**src/rtl/osd_seq_pkg.sv**
```systemverilog
package osd_seq_pkg;
   typedef enum logic [1:0] {
      SEQ_IDLE  = 2'd0,
      SEQ_GLYPH = 2'd1,
      SEQ_SPACE = 2'd2
   } seq_state_t;
endpackage

```
**src/rtl/height_decode.sv**
```systemverilog
module height_decode #(
   parameter int INS_BITS = 5,
   parameter int INS_CAP  = 17,
   parameter int HCTL_W   = INS_BITS + 2,
   parameter int CNT_W    = 5
) (
   input  logic [HCTL_W-1:0] ctl,
   output logic [CNT_W-1:0]  ins_cnt,
   output logic [1:0]        whole_rep
);
   localparam int SUM_W = INS_BITS + 1;

   if (HCTL_W != INS_BITS + 2) begin : g_bad_w
      $error("height_decode: HCTL_W must be INS_BITS+2");
   end
   if (INS_CAP >= (1 << CNT_W)) begin : g_bad_cap
      $error("height_decode: INS_CAP does not fit CNT_W");
   end

   logic [SUM_W-1:0] part [INS_BITS+1];
   assign part[0] = '0;

   for (genvar i = 0; i < INS_BITS; i++) begin : g_weight
      assign part[i+1] = part[i] + (ctl[i] ? SUM_W'(1 << i) : SUM_W'(0));
   end

   localparam logic [SUM_W-1:0] CAP_S = SUM_W'(INS_CAP);

   always_comb begin
      if (part[INS_BITS] > CAP_S) ins_cnt = CNT_W'(INS_CAP);
      else                        ins_cnt = CNT_W'(part[INS_BITS]);
   end

   always_comb begin
      if (!ctl[HCTL_W-1])      whole_rep = 2'd0;
      else if (ctl[HCTL_W-2])  whole_rep = 2'd2;
      else                     whole_rep = 2'd1;
   end
endmodule

```
**src/rtl/repeat_spread.sv**
```systemverilog
module repeat_spread #(
   parameter int GLYPH_LINES = 18,
   parameter int CNT_W       = 5
) (
   input  logic [CNT_W-1:0] acc_in,
   input  logic [CNT_W-1:0] ins_cnt,
   input  logic [1:0]       whole_rep,
   output logic [CNT_W-1:0] acc_out,
   output logic [1:0]       copies
);
   localparam int SW = CNT_W + 1;
   localparam logic [SW-1:0] LINES_S = SW'(GLYPH_LINES);

   if (GLYPH_LINES > (1 << CNT_W)) begin : g_bad
      $error("repeat_spread: CNT_W too narrow for GLYPH_LINES");
   end

   logic [SW-1:0] sum;
   logic          wrap;

   assign sum     = SW'(acc_in) + SW'(ins_cnt);
   assign wrap    = (sum >= LINES_S);
   assign acc_out = wrap ? CNT_W'(sum - LINES_S) : CNT_W'(sum);
   assign copies  = whole_rep + {1'b0, wrap};
endmodule

```
**src/rtl/glyph_row_sequencer.sv**
```systemverilog
module glyph_row_sequencer
   import osd_seq_pkg::*;
#(
   parameter int GLYPH_LINES = 18,
   parameter int INS_BITS    = 5,
   parameter int SPC_W       = 5,
   parameter int HCTL_W      = INS_BITS + 2
) (
   input  logic                         clk,
   input  logic                         rst_n,
   input  logic [HCTL_W-1:0]            height_ctl,
   input  logic                         dbl_height,
   input  logic [SPC_W-1:0]             row_space,
   input  logic                         line_strobe,
   input  logic                         row_start,
   output logic                         line_active,
   output logic [$clog2(GLYPH_LINES)-1:0] glyph_line,
   output logic                         blank_line,
   output logic                         row_end
);
   localparam int IDX_W   = $clog2(GLYPH_LINES);
   localparam int INS_CAP = GLYPH_LINES - 1;
   localparam logic [IDX_W-1:0] LAST_IDX = IDX_W'(GLYPH_LINES - 1);

   if (GLYPH_LINES < 2) begin : g_bad_lines
      $error("glyph_row_sequencer: GLYPH_LINES must be at least 2");
   end

   seq_state_t        state;
   logic [IDX_W-1:0]  glyph_q;
   logic [IDX_W-1:0]  acc_q;
   logic [IDX_W-1:0]  ins_q;
   logic [1:0]        whole_q;
   logic [1:0]        copies_q;
   logic              dbl_q;
   logic              dph_q;
   logic [SPC_W-1:0]  space_q;
   logic [SPC_W-1:0]  blank_cnt;

   logic [IDX_W-1:0]  ins_d;
   logic [1:0]        whole_d;
   logic [IDX_W-1:0]  acc_first, acc_nx;
   logic [1:0]        copies_first, copies_nx;

   height_decode #(
      .INS_BITS (INS_BITS),
      .INS_CAP  (INS_CAP),
      .HCTL_W   (HCTL_W),
      .CNT_W    (IDX_W)
   ) u_dec (
      .ctl       (height_ctl),
      .ins_cnt   (ins_d),
      .whole_rep (whole_d)
   );

   repeat_spread #(.GLYPH_LINES(GLYPH_LINES), .CNT_W(IDX_W)) u_first (
      .acc_in    ('0),
      .ins_cnt   (ins_d),
      .whole_rep (whole_d),
      .acc_out   (acc_first),
      .copies    (copies_first)
   );

   repeat_spread #(.GLYPH_LINES(GLYPH_LINES), .CNT_W(IDX_W)) u_next (
      .acc_in    (acc_q),
      .ins_cnt   (ins_q),
      .whole_rep (whole_q),
      .acc_out   (acc_nx),
      .copies    (copies_nx)
   );

   logic half_done;
   assign half_done = !dbl_q || dph_q;

   always_ff @(posedge clk or negedge rst_n) begin
      if (!rst_n) begin
         state     <= SEQ_IDLE;
         glyph_q   <= '0;
         acc_q     <= '0;
         ins_q     <= '0;
         whole_q   <= '0;
         copies_q  <= '0;
         dbl_q     <= 1'b0;
         dph_q     <= 1'b0;
         space_q   <= '0;
         blank_cnt <= '0;
      end else if (row_start) begin
         state     <= SEQ_GLYPH;
         glyph_q   <= '0;
         acc_q     <= acc_first;
         ins_q     <= ins_d;
         whole_q   <= whole_d;
         copies_q  <= copies_first;
         dbl_q     <= dbl_height;
         dph_q     <= 1'b0;
         space_q   <= row_space;
         blank_cnt <= '0;
      end else if (line_strobe) begin
         unique case (state)
            SEQ_GLYPH: begin
               if (!half_done) begin
                  dph_q <= 1'b1;
               end else begin
                  dph_q <= 1'b0;
                  if (copies_q != 2'd0) begin
                     copies_q <= copies_q - 2'd1;
                  end else if (glyph_q != LAST_IDX) begin
                     glyph_q  <= glyph_q + IDX_W'(1);
                     acc_q    <= acc_nx;
                     copies_q <= copies_nx;
                  end else if (space_q != '0) begin
                     state     <= SEQ_SPACE;
                     blank_cnt <= space_q - SPC_W'(1);
                  end else begin
                     state <= SEQ_IDLE;
                  end
               end
            end
            SEQ_SPACE: begin
               if (blank_cnt != '0) blank_cnt <= blank_cnt - SPC_W'(1);
               else                 state     <= SEQ_IDLE;
            end
            default: ;
         endcase
      end
   end

   logic glyph_last, space_last;
   assign glyph_last = (state == SEQ_GLYPH) && (glyph_q == LAST_IDX) &&
                       (copies_q == 2'd0) && half_done && (space_q == '0);
   assign space_last = (state == SEQ_SPACE) && (blank_cnt == '0);

   assign line_active = (state != SEQ_IDLE);
   assign blank_line  = (state == SEQ_SPACE);
   assign glyph_line  = (state == SEQ_GLYPH) ? glyph_q : '0;
   assign row_end     = glyph_last || space_last;
endmodule

```
**config.mk**
```make
export PLATFORM = sky130hd
export DESIGN_NAME = glyph_row_sequencer
export DESIGN_NICKNAME = d
export VERILOG_FILES = /design/src/rtl/osd_seq_pkg.sv /design/src/rtl/height_decode.sv /design/src/rtl/repeat_spread.sv /design/src/rtl/glyph_row_sequencer.sv
export SDC_FILE = /design/constraint.sdc
export NUM_CORES = 1
export LEC_CHECK = 0
export ABC_AREA = 1
export BUFFER_PORTS_ARGS = -buffer_cell sky130_fd_sc_hd__buf_2
export CAP_MARGIN = 0
export CORE_MARGIN = 1
export CORE_UTILIZATION = 30
export CTS_CLUSTER_DIAMETER = 120
export DETAILED_ROUTE_END_ITERATION = 16
export GPL_TIMING_DRIVEN = 0
export SETUP_SLACK_MARGIN = 0.4
export SLEW_MARGIN = 0
export SYNTH_ARGS = -nofsm -noshare
export SYNTH_HDL_FRONTEND = slang
export SYNTH_SLANG_ARGS = --single-unit
```
**constraint.sdc**
```tcl
create_clock -name clk -period 4.36 [get_ports clk]
set_input_delay 0.218 -clock clk [delete_from_list [all_inputs] [get_ports clk]]
set_output_delay 0.218 -clock clk [all_outputs]
set_load 0.02 [all_outputs]
```
==> results.cfg, run 1 <==
[grt]
grt_most_used_layer = met2
grt_pass1_vias = 1860
use_met3_pct = 2.57
track_usage_pct = 14.8
grt.met1_usage_pct = 20.2
gr-total-overflow = 0
antenna_found_initial = 0
grt_max_degree = 34
grtUsageMet2_pct = 24.1
grt_pass1_wl_mm = 8.56

[status]
violations = negative hold slack
status = finished with violations

[placement]
routabilityCongestion = 0.837
portBuffers = 24
place_inst = 416
hpwlAfterDp_mm = 3.81
dp_slack_ns = 1.67

[floorplanning]
die-area_sq_um = 7500
boundaryPins = 25
rows = 30
core-area_sq_um = 6870
die_w_um = 86.6
start_util_pct = 31.3
fp.dieH_um = 86.6

[timing]
tightestPinTransition_ns = 0.745
fin_skew_ns = 0.00649
setup_ws_ns = 1.72
holdWs_ns = -0.00343
rsz0062_at_grt = false
slew_viol_final = 0
fin_crit_ns = 2.64
setup_viol = 0
hold_viol_final = 7
max-slew-margin-rel_pct = 50.3
fmax_mhz = 379
period_share_pct = 60.6
fin_setup_tns_ns = 0

[routing]
dr_total_vias = 1936
ant_nets = 0
drt_first_pass_iters = 4
routedWlPerCell_um = 11.7
drt_wl_total_mm = 4.98
vias_per_cell = 4.57
first_iter_violations = 104
drc_errors = 0

[setup_path]
start_kind = flip-flop
crit_family = adder cells
slowest_stage = fa_1
cpMostUsedCell = nand2_1
crit_type = flip-flop to flip-flop
required_ns = 4.51
reg2reg_from = acc_q[0]$_DFFE_PN0P_
cp.arrival_ns = 2.80
r2r_cells = 14
r2r_end = copies_q[1]$_DFFE_PN0P_
crit_fanout = 5
cp-end-kind = flip-flop
path_cells = ha_1 > inv_1 > fa_1 > inv_1 > nor2_1 > nand3_1 > nand2_1 > nand2_1 > ha_1 > or2_2 > nand3_1 > nand2_1 > o21ai_0 > a21oi_1
timing.critical_path.buf_inv = 2
rrSetupSlack_ns = 1.72
slowest_delay_ns = 0.54

[power_and_ir_drop]
p_leak_nw = 1.27
pwr-share-comb_pct = 50.8
p_sw_mw = 0.619
seq_power_share_pct = 32.8
swShare_pct = 45.1
ir_worst_vdd_mv = 0.231
p_int_mw = 0.752
power.density_nw_per_um2 = 555
p_clk_share_pct = 16.5

[cells_and_area]
drive_above_1_share_pct = 15.2
diodes = 0
utilization_pct = 36.0
multiInputGateArea_sq_um = 1140
final_cells = 424
finish.net_count = 357
syn2layout_area_growth_pct = 15.0
nFillCells = 732
seq_area_sq_um = 826

[clock_tree]
htree_levels = 2
postCtsSetupRepairBufs = 0
cts.sinks = 33
cts_hold_buf = 0
cts_made_buffers = 5
post_cts_resized = 0
clk_transition_reported_paths_ns = 0.07
clk_path_buf_depth = 2
clock_tree.root_cell = clkbuf_8
cts_tree = yes
clkLatencyLatePin_ns = 0.29

[logic_synthesis]
synth_seq_cells = 33
ys_seq_area_share_pct = 38.4
yosys-top-cells-area = dfrtp_1 (38%), nand2_1 (14%), ha_1 (7.0%)
synth_edf_count = 0
synth.top_cell.area_share_pct = 38.4
yosysWarnings = 0
synthDistinctLibCells = 32
synth_ff_type = dfrtp_1
ys_async_sr_fraction_pct = 100
syn-cell-area_sq_um = 2150
yosys.area.top_type = dfrtp_1
syn_nets = 326
syn_avg_cell_area_sq_um = 7.26
syn_inst = 296

[worst_hold_path]
hold_path_class = input port to async pin

[run]
cap_viol_max_count = 0
-- Yosys cell counts, types with 3 or more instances --
cell,instances
a21oi_1,18
clkbuf_1,4
dfrtp_1,33
ha_1,12
inv_1,37
inv_2,5
nand2_1,78
nand3_1,23
nor2_1,31
nor2_4,5
nor3_1,4
o21ai_0,13
o21ai_1,9
xnor2_1,3
-- power by group through the flow --
stage | sequential [mW] | combinational [mW] | clock (mW)
2_1_floorplan | 0.440 | 0.549 | 0
3_3_place_gp | 0.451 | 0.686 | 0
3_5_place_dp | 0.454 | 0.699 | 0
4_1_cts | 0.450 | 0.703 | 0.234
5_1_grt | 0.461 | 0.811 | 0.246
6_report | 0.449 | 0.695 | 0.226
-- state kept, by name, indices dropped and copies added, names as in the netlist --
register / flops
acc_q: 5
blank_cnt: 5
copies_q: 2
dbl_q: 1
dph_q: 1
glyph_q: 5
ins_q: 5
space_q: 5
state: 2
whole_q: 2
-- final cells by class --
class                   instances  area share [%]
inverters                      42            6.38
clock inverters                 2           0.405
clock buffers                   6            2.94
repair buffers                 24            4.86
multi-input cells             215            46.1
well taps                      96            4.86
plain buffers                   6            1.01
flip-flops and latches         33            33.4
-- per-layer routing --
| layer | routed length [um] | part of all wire, % |
|---|---|---|
| met1 | 2530 | 51 |
| met5 | 0 | 0 |
| met4 | 55 | 1.1 |
| met3 | 203 | 4.1 |
| met2 | 2190 | 44 |
-- worst max-delay path by stage --
| stage | startpoint | end | depth (start not counted) |
|---|---|---|---|
| 2_1_floorplan | acc_q[0]$_DFFE_PN0P_ | copies_q[1]$_DFFE_PN0P_ | 14 |
| 4_1_cts | ins_q[0]$_DFFE_PN0P_ | copies_q[1]$_DFFE_PN0P_ | 14 |
| 3_3_place_gp | acc_q[0]$_DFFE_PN0P_ | copies_q[1]$_DFFE_PN0P_ | 14 |
| 5_1_grt | acc_q[0]$_DFFE_PN0P_ | copies_q[1]$_DFFE_PN0P_ | 14 |
| 3_5_place_dp | ins_q[0]$_DFFE_PN0P_ | copies_q[1]$_DFFE_PN0P_ | 14 |
| 6_report | acc_q[0]$_DFFE_PN0P_ | copies_q[1]$_DFFE_PN0P_ | 14 |
-- placed cells by master (no fill, tap or decap), types with 2 or more instances in the layout --
master	instances
ha_1	12
inv_2	5
o211ai_1	2
o21ai_1	9
xnor2_1	3
buf_2	26
nand2_1	78
inv_1	37
dfrtp_1	33
nor2_4	5
a21oi_1	18
clkbuf_8	5
nor2_2	2
clkinv_2	2
o21ai_0	13
nor3_1	4
clkbuf_1	5
nor2_1	31
nand3_1	23
-- cell families (layout without fill, tap and decap cells) --
family                   after synthesis  count (layout)  share of synthesized area (%)
adder cells (fa/ha/maj)               13              13                           7.92
AO/OA/AOI/OAI                         49              49                           12.5
buffers and inverters                 48              80                           8.50
AND/OR/NAND/NOR                      150             150                           31.5
flip-flops                            33              33                           38.4
XOR/XNOR                               3               3                           1.22
-- through the flow --
step           cell area (sq um)  total power [mW]
2_1_floorplan               2150             0.990
3_3_place_gp                2390              1.14
3_5_place_dp                2390              1.15
4_1_cts                     2470              1.39
5_1_grt                     2470              1.52
6_report                    2470              1.37
(Power assumes the default switching activity.)
==> run 2, diff against run 1 <==
--- a/config.mk
+++ b/config.mk
@@ -5,7 +5,7 @@
 export SDC_FILE = /design/constraint.sdc
 export NUM_CORES = 1
 export LEC_CHECK = 0
-export ABC_AREA = 1
+export ABC_AREA = 0
 export BUFFER_PORTS_ARGS = -buffer_cell sky130_fd_sc_hd__buf_2
 export CAP_MARGIN = 0
 export CORE_MARGIN = 1
==> constraint.sdc (replaced) <==
create_clock -name clk -period 2.53 [get_ports clk]
set_input_delay 0.1265 -clock clk [delete_from_list [all_inputs] [get_ports clk]]
set_output_delay 0.1265 -clock clk [all_outputs]
set_load 0.02 [all_outputs]
==> run 2 against run 1 <==
The run now ends clean. Flip-flop and latch count unchanged. First-iteration DRC count down 36%. Final area up 8.4%. Sequential power up 56%. Utilization up 3.0 points. Synthesized cell count down 21%. Count of clock-buffer cells in the layout up 1. Register-to-register slack worse by 1.5 ns. Clock skew about the same. Total power up 63%. Critical endpoint unchanged. Largest power group unchanged.
==> results.cfg, run 2 <==
[clock_tree]
clock_tree.root_cell = clkbuf_8
clk_transition_reported_paths_ns = 0.07
cts_tree = yes
clkLatencyLatePin_ns = 0.29
clk_path_buf_depth = 2
htree_levels = 2
cts_made_buffers = 5
cts.sinks = 33

[logic_synthesis]
syn_nets = 263
ys_seq_area_share_pct = 38.2
synthTopCellsByCount = dfrtp_1 (33), nand2_1 (27), nor2_1 (16), o21ai_0 (15)
synthDistinctLibCells = 51
syn-cell-area_sq_um = 2160
synth_seq_cells = 33
yosysWarnings = 0
synth.top_cell.area_share_pct = 38.2
syn_inst = 233
yosys.area.top_type = dfrtp_1
yosys.cell_count.top_type = dfrtp_1
synth_ff_type = dfrtp_1
yosys-top-cells-area = dfrtp_1 (38%), ha_1 (6.9%), mux2_2 (5.2%)
syn_avg_cell_area_sq_um = 9.28
ys_async_sr_fraction_pct = 100
synth_edf_count = 0

[timing]
slew_viol_final = 0
setup_viol = 0
tightestPinTransition_ns = 0.781
fin_crit_ns = 2.33
rsz0062_at_grt = true
fin_skew_ns = 0.00694
fin_setup_tns_ns = 0
hold_viol_final = 0
max-slew-margin-rel_pct = 47.9
fmax_mhz = 429
period_share_pct = 92.2

[grt]
use_met3_pct = 2.27
grt_max_degree = 34
track_usage_pct = 14.5
antenna_found_initial = 0
gr-total-overflow = 0
grt.met1_usage_pct = 19.5
grt_pass1_vias = 1740
grtUsageMet2_pct = 23.4
grt_pass1_wl_mm = 8.42
grt_most_used_layer = met2

[run]
cap_viol_max_count = 0

[worst_hold_path]
hold_path_depth = 2
hold_path_class = input port to flip-flop
min_to = space_q[0]$_DFFE_PN0P_
holdCritStartpoint = row_space[0]

[power_and_ir_drop]
swShare_pct = 36.9
power.density_nw_per_um2 = 836
seq_power_share_pct = 31.3
p_sw_mw = 0.826
p_int_mw = 1.41
ir_worst_vdd_mv = 0.301
pwr-share-comb_pct = 48.3
p_clk_share_pct = 20.4
p_leak_nw = 1.22

[setup_path]
cp.arrival_ns = 2.54
crit_type = flip-flop to flip-flop
start_kind = flip-flop
reg2reg_from = ins_q[0]$_DFFE_PN0P_
crit_fanout = 4
rrSetupSlack_ns = 0.20
required_ns = 2.74
cp-end-kind = flip-flop
r2r_cells = 11
cp-startpoint = ins_q[0]$_DFFE_PN0P_
r2r_end = copies_q[1]$_DFFE_PN0P_

[routing]
drt_first_pass_iters = 4
drc_errors = 0
ant_nets = 0
first_iter_violations = 67
routedWlPerCell_um = 13.3
vias_per_cell = 4.87
drt_wl_total_mm = 5.00
dr_total_vias = 1830

[placement]
hpwlAfterDp_mm = 3.52
routabilityCongestion = 0.798
placed_area_sq_um = 2410
portBuffers = 24

[cells_and_area]
diodes = 0
drive_above_1_share_pct = 28.9
syn2layout_area_growth_pct = 23.8
finish.net_count = 309
mostFrequentLayoutCell = dfrtp_1
fin_area_sq_um = 2680
layout_common_cells = dfrtp_1 (33), nand2_1 (27), buf_2 (25)

[floorplanning]
boundaryPins = 25
fp.dieH_um = 86.9
start_util_pct = 31.5
die_w_um = 86.9
rows = 30
core-area_sq_um = 6870
die-area_sq_um = 7560

[status]
status = finished clean
run 2: cell types whose count changed in the layout (fill, tap and decap cells not counted), sizes merged, moves of 7 or more:
cell,delta
nor2,-22
inv,-29
nand2b,+9
xor2,+7
mux2,+11
nand3,-21
nand2,-53
buf,+15
run 2: cell families (layout without fill, tap and decap cells):
kind of cell    count (synthesis)  after routing  share of synthesized area, %
xor+xnor                       10             10                          4.40
compound gates                 59             59                          18.2
buf+inv                        19             66                          3.82
flops                          33             33                          38.2
simple gates                   84             84                          19.3
fa+ha+maj                      13             13                          7.87
mux                            15             15                          8.33
run 2: layer usage:
layer	part of all wire, %	up-vias
met5	0	-
met4	1.9	0
met2	45	26
met3	2.6	7
met1	50	877
li1	-	920
run 2: cell type report:
| type | count | area [sq um] |
|---|---|---|
| flip-flops and latches | 33 | 826 |
| clock buffers | 7 | 96.3 |
| inverters | 13 | 51.3 |
| multi-input cells | 181 | 1310 |
| plain buffers | 6 | 31.3 |
| clock inverters | 1 | 5.00 |
| well taps | 96 | 120 |
| fillers | 690 | 4190 |
| repair buffers | 39 | 239 |
run 2: how the worst max path moves through the flow:
stage	cells after the start	endpoint	slack, ns
after floorplan	12	copies_q[0]$_DFFE_PN0P_	0.26
after global placement	12	copies_q[0]$_DFFE_PN0P_	0.08
after detailed placement	12	copies_q[1]$_DFFE_PN0P_	0.02
after CTS	11	copies_q[1]$_DFFE_PN0P_	0.17
after global routing	11	copies_q[1]$_DFFE_PN0P_	0.05
final	11	copies_q[1]$_DFFE_PN0P_	0.20
run 2: what timing repair did:
item,4_1_cts,5_1_grt
hold buffers,1,0
hold endpoints to repair,33,0
gates resized for setup,5,3
pin swaps,3,2
setup endpoints to repair,6,9
buffers inserted,6,8
run 2: stage by stage:
stage	cells	worst slack [ns]	hold slack [ns]	util [%]	total power [mW]
5_1_grt	376	0.0514	0.0560	39.0	2.40
3_5_place_dp	353	0.0174	0.247	35.2	1.54
2_1_floorplan	233	0.263	-0.169	-	1.36
6_report	376	0.198	0.0626	39.0	2.24
4_1_cts	368	0.168	0.0588	37.8	2.12
3_3_place_gp	353	0.0753	0.249	35.2	1.52
run 2: power by group through the flow:
stage | logic [mW] | registers (mW) | clock network, mW
floorplan | 0.672 | 0.686 | 0
global placement | 0.814 | 0.708 | 0
detailed placement | 0.829 | 0.710 | 0
CTS | 0.954 | 0.700 | 0.465
global route | 1.20 | 0.715 | 0.486
finish | 1.08 | 0.702 | 0.456
run 2: worst max-delay path, stage by stage (launching register included):
cell and delay [ns]:
dfrtp_1 0.39, ha_4 0.16, inv_2 0.04, fa_2 0.56
nand3_1 0.12, mux2i_4 0.17, o21ai_2 0.09, ha_1 0.20
xnor2_1 0.13, nor4_1 0.18, a21oi_1 0.07, o21ai_0 0.14
==> run 3, diff against run 2 <==
--- a/config.mk
+++ b/config.mk
@@ -8,11 +8,14 @@
 export ABC_AREA = 0
 export BUFFER_PORTS_ARGS = -buffer_cell sky130_fd_sc_hd__buf_2
 export CAP_MARGIN = 0
+export CELL_PAD_IN_SITES_DETAIL_PLACEMENT = 2
+export CELL_PAD_IN_SITES_GLOBAL_PLACEMENT = 2
 export CORE_MARGIN = 1
 export CORE_UTILIZATION = 30
 export CTS_CLUSTER_DIAMETER = 120
 export DETAILED_ROUTE_END_ITERATION = 16
 export GPL_TIMING_DRIVEN = 0
+export PLACE_DENSITY_LB_ADDON = 0.1
 export SETUP_SLACK_MARGIN = 0.4
 export SLEW_MARGIN = 0
 export SYNTH_ARGS = -nofsm -noshare
==> run 3 against run 2 <==
Clock power shrank 12%. Combinational power grew 6%. Sequential share of layout area shrank 0.39 points. Clock skew shrank 0.0028 ns. Final cell count shrank 1.1%. Via count grew 3.0%. Utilization grew 0.56 points.
==> results.cfg, run 3 (synthesis gave the netlist of run 2 again) <==
[floorplanning]
fp.dieH_um = 86.9
boundaryPins = 25
start_util_pct = 31.5
die_w_um = 86.9
rows = 30
die-area_sq_um = 7560
core-area_sq_um = 6870

[clock_tree]
cts_tree = yes
cts.sinks = 33
htree_levels = 2
clock_tree.root_cell = clkbuf_8
cts_made_buffers = 5
clk_path_buf_depth = 2
clkLatencyLatePin_ns = 0.29
clk_transition_reported_paths_ns = 0.07

[setup_path]
required_ns = 2.70
cp.arrival_ns = 2.60
slowest_stage = fa_2
start_kind = flip-flop
crit_family = adder cells
timing.critical_path.buf_inv = 1
cp-end-kind = flip-flop
cpMostUsedCell = ha_4
slowest_delay_ns = 0.43
crit_fanout = 2
crit_type = flip-flop to flip-flop
path_cells = ha_4 > inv_2 > fa_2 > nand2b_4 > o2bb2ai_2 > xor2_2 > o21ai_4 > ha_4 > nor2_2 > nor3_2 > a21oi_2 > o21ai_1

[routing]
drc_errors = 0
drt_first_pass_iters = 3
routedWlPerCell_um = 16.9
dr_total_vias = 1884
ant_nets = 0
first_iter_violations = 56
vias_per_cell = 5.06
drt_wl_total_mm = 6.28

[run]
cap_viol_max_count = 0

[timing]
tightestPinTransition_ns = 0.810
fin_setup_tns_ns = 0
rsz0062_at_grt = true
fin_skew_ns = 0.00413
fmax_mhz = 411
fin_crit_ns = 2.43
period_share_pct = 96.2
hold_viol_final = 0
setup_viol = 0
max-slew-margin-rel_pct = 46.0
holdWs_ns = 0.0703
slew_viol_final = 0
setup_ws_ns = 0.0955

[power_and_ir_drop]
seq_power_share_pct = 31.6
swShare_pct = 40.4
p_sw_mw = 0.914
power.density_nw_per_um2 = 832
p_int_mw = 1.35
p_leak_nw = 1.20
pwr-share-comb_pct = 50.6
p_clk_share_pct = 17.8
ir_worst_vdd_mv = 0.338

[grt]
grt_max_degree = 34
gr-total-overflow = 0
track_usage_pct = 17.9
antenna_found_initial = 0
grt_pass1_vias = 2016
grt_pass1_wl_mm = 10.3

[cells_and_area]
seq_area_sq_um = 827
mostFrequentLayoutCell = dfrtp_1
diodes = 0
syn2layout_area_growth_pct = 25.6
drive_above_1_share_pct = 32.2
nFillCells = 766
finish.net_count = 305
multiInputGateArea_sq_um = 1390
layout_common_cells = dfrtp_1 (32), nand2_1 (27), buf_2 (25)

[placement]
hpwlAfterDp_mm = 4.47
portBuffers = 24
dp_slack_ns = -0.0282
routabilityCongestion = 0.721

[status]
status = finished clean

[worst_hold_path]
hold_path_class = input port to flip-flop
## run 3: changes by cell type in the layout (fill, tap and decap cells not counted), moves of 2 or more
cell | previous run | this run
buf_4 | 13 | 10
clkbuf_8 | 7 | 5
ha_1 | 11 | 9
ha_4 | 1 | 3
nor3_1 | 9 | 7
nor3_2 | 0 | 2
o21ai_0 | 14 | 12
## run 3: metal layers
| metal | GRT usage, % | share of wire [%] | wire length (um) | vias to the layer above |
|---|---|---|---|---|
| li1 | - | - | - | 912 |
| met1 | 24.4 | 49 | 3050 | 947 |
| met2 | 29.6 | 49 | 3050 | 20 |
| met3 | 2.94 | 2.0 | 127 | 5 |
| met4 | 4.09 | 0.81 | 51 | 0 |
| met5 | 0 | 0 | 0 | - |
## run 3: worst paths after layout
| kind | startpoint | end | slack [ns] | cells past startpoint |
|---|---|---|---|---|
| setup / recovery | acc_q[0]$_DFFE_PN0P_ | copies_q[0]$_DFFE_PN0P_ | 0.1 | 12 |
| hold / removal | row_space[4] | space_q[4]$_DFFE_PN0P_ | 0.07 | 2 |
| setup reg to reg | acc_q[0]$_DFFE_PN0P_ | copies_q[0]$_DFFE_PN0P_ | 0.1 | 12 |
| hold reg to reg | ins_q[3]$_DFFE_PN0P_ | ins_q[3]$_DFFE_PN0P_ | 0.51 | 2 |
| max in group asynchronous | rst_n | state[1]$_DFFE_PN0P_ | 1.50 | 2 |
| min in group asynchronous | rst_n | glyph_q[2]$_DFFE_PN0P_ | 0.46 | 2 |
## run 3: power by group through the flow
stage | Sequential (mW) | Combinational [mW] | Clock [mW]
CTS | 0.708 | 1.00 | 0.419
finish | 0.715 | 1.14 | 0.401
detailed placement | 0.715 | 0.859 | 0
global placement | 0.712 | 0.838 | 0
global route | 0.729 | 1.26 | 0.442
floorplan | 0.686 | 0.672 | 0
## run 3: layout make-up
type,count,share of cell area [%]
flip-flops and latches,33,30.4
clock inverters,2,0.368
clock buffers,6,2.67
repair buffers,35,7.55
well taps,96,4.42
multi-input cells,181,51.3
plain buffers,6,1.15
inverters,13,2.07
## run 3: per-stage QoR
| step | cell area (sq um) | total power [mW] | util [%] | instances |
|---|---|---|---|---|
| floorplan | 2170 | 1.36 | - | 233 |
| global placement | 2410 | 1.55 | 35.2 | 353 |
| detailed placement | 2410 | 1.57 | 35.2 | 353 |
| CTS | 2590 | 2.13 | 37.7 | 368 |
| global route | 2720 | 2.43 | 39.5 | 372 |
| finish | 2720 | 2.26 | 39.5 | 372 |
## run 3: what timing repair did
item                       CTS  global route
pin swaps                    3            10
resized for setup            6            22
setup endpoints to repair    8            11
hold endpoints to repair    33             0
hold buffers                 1             0
setup buffers                6             4
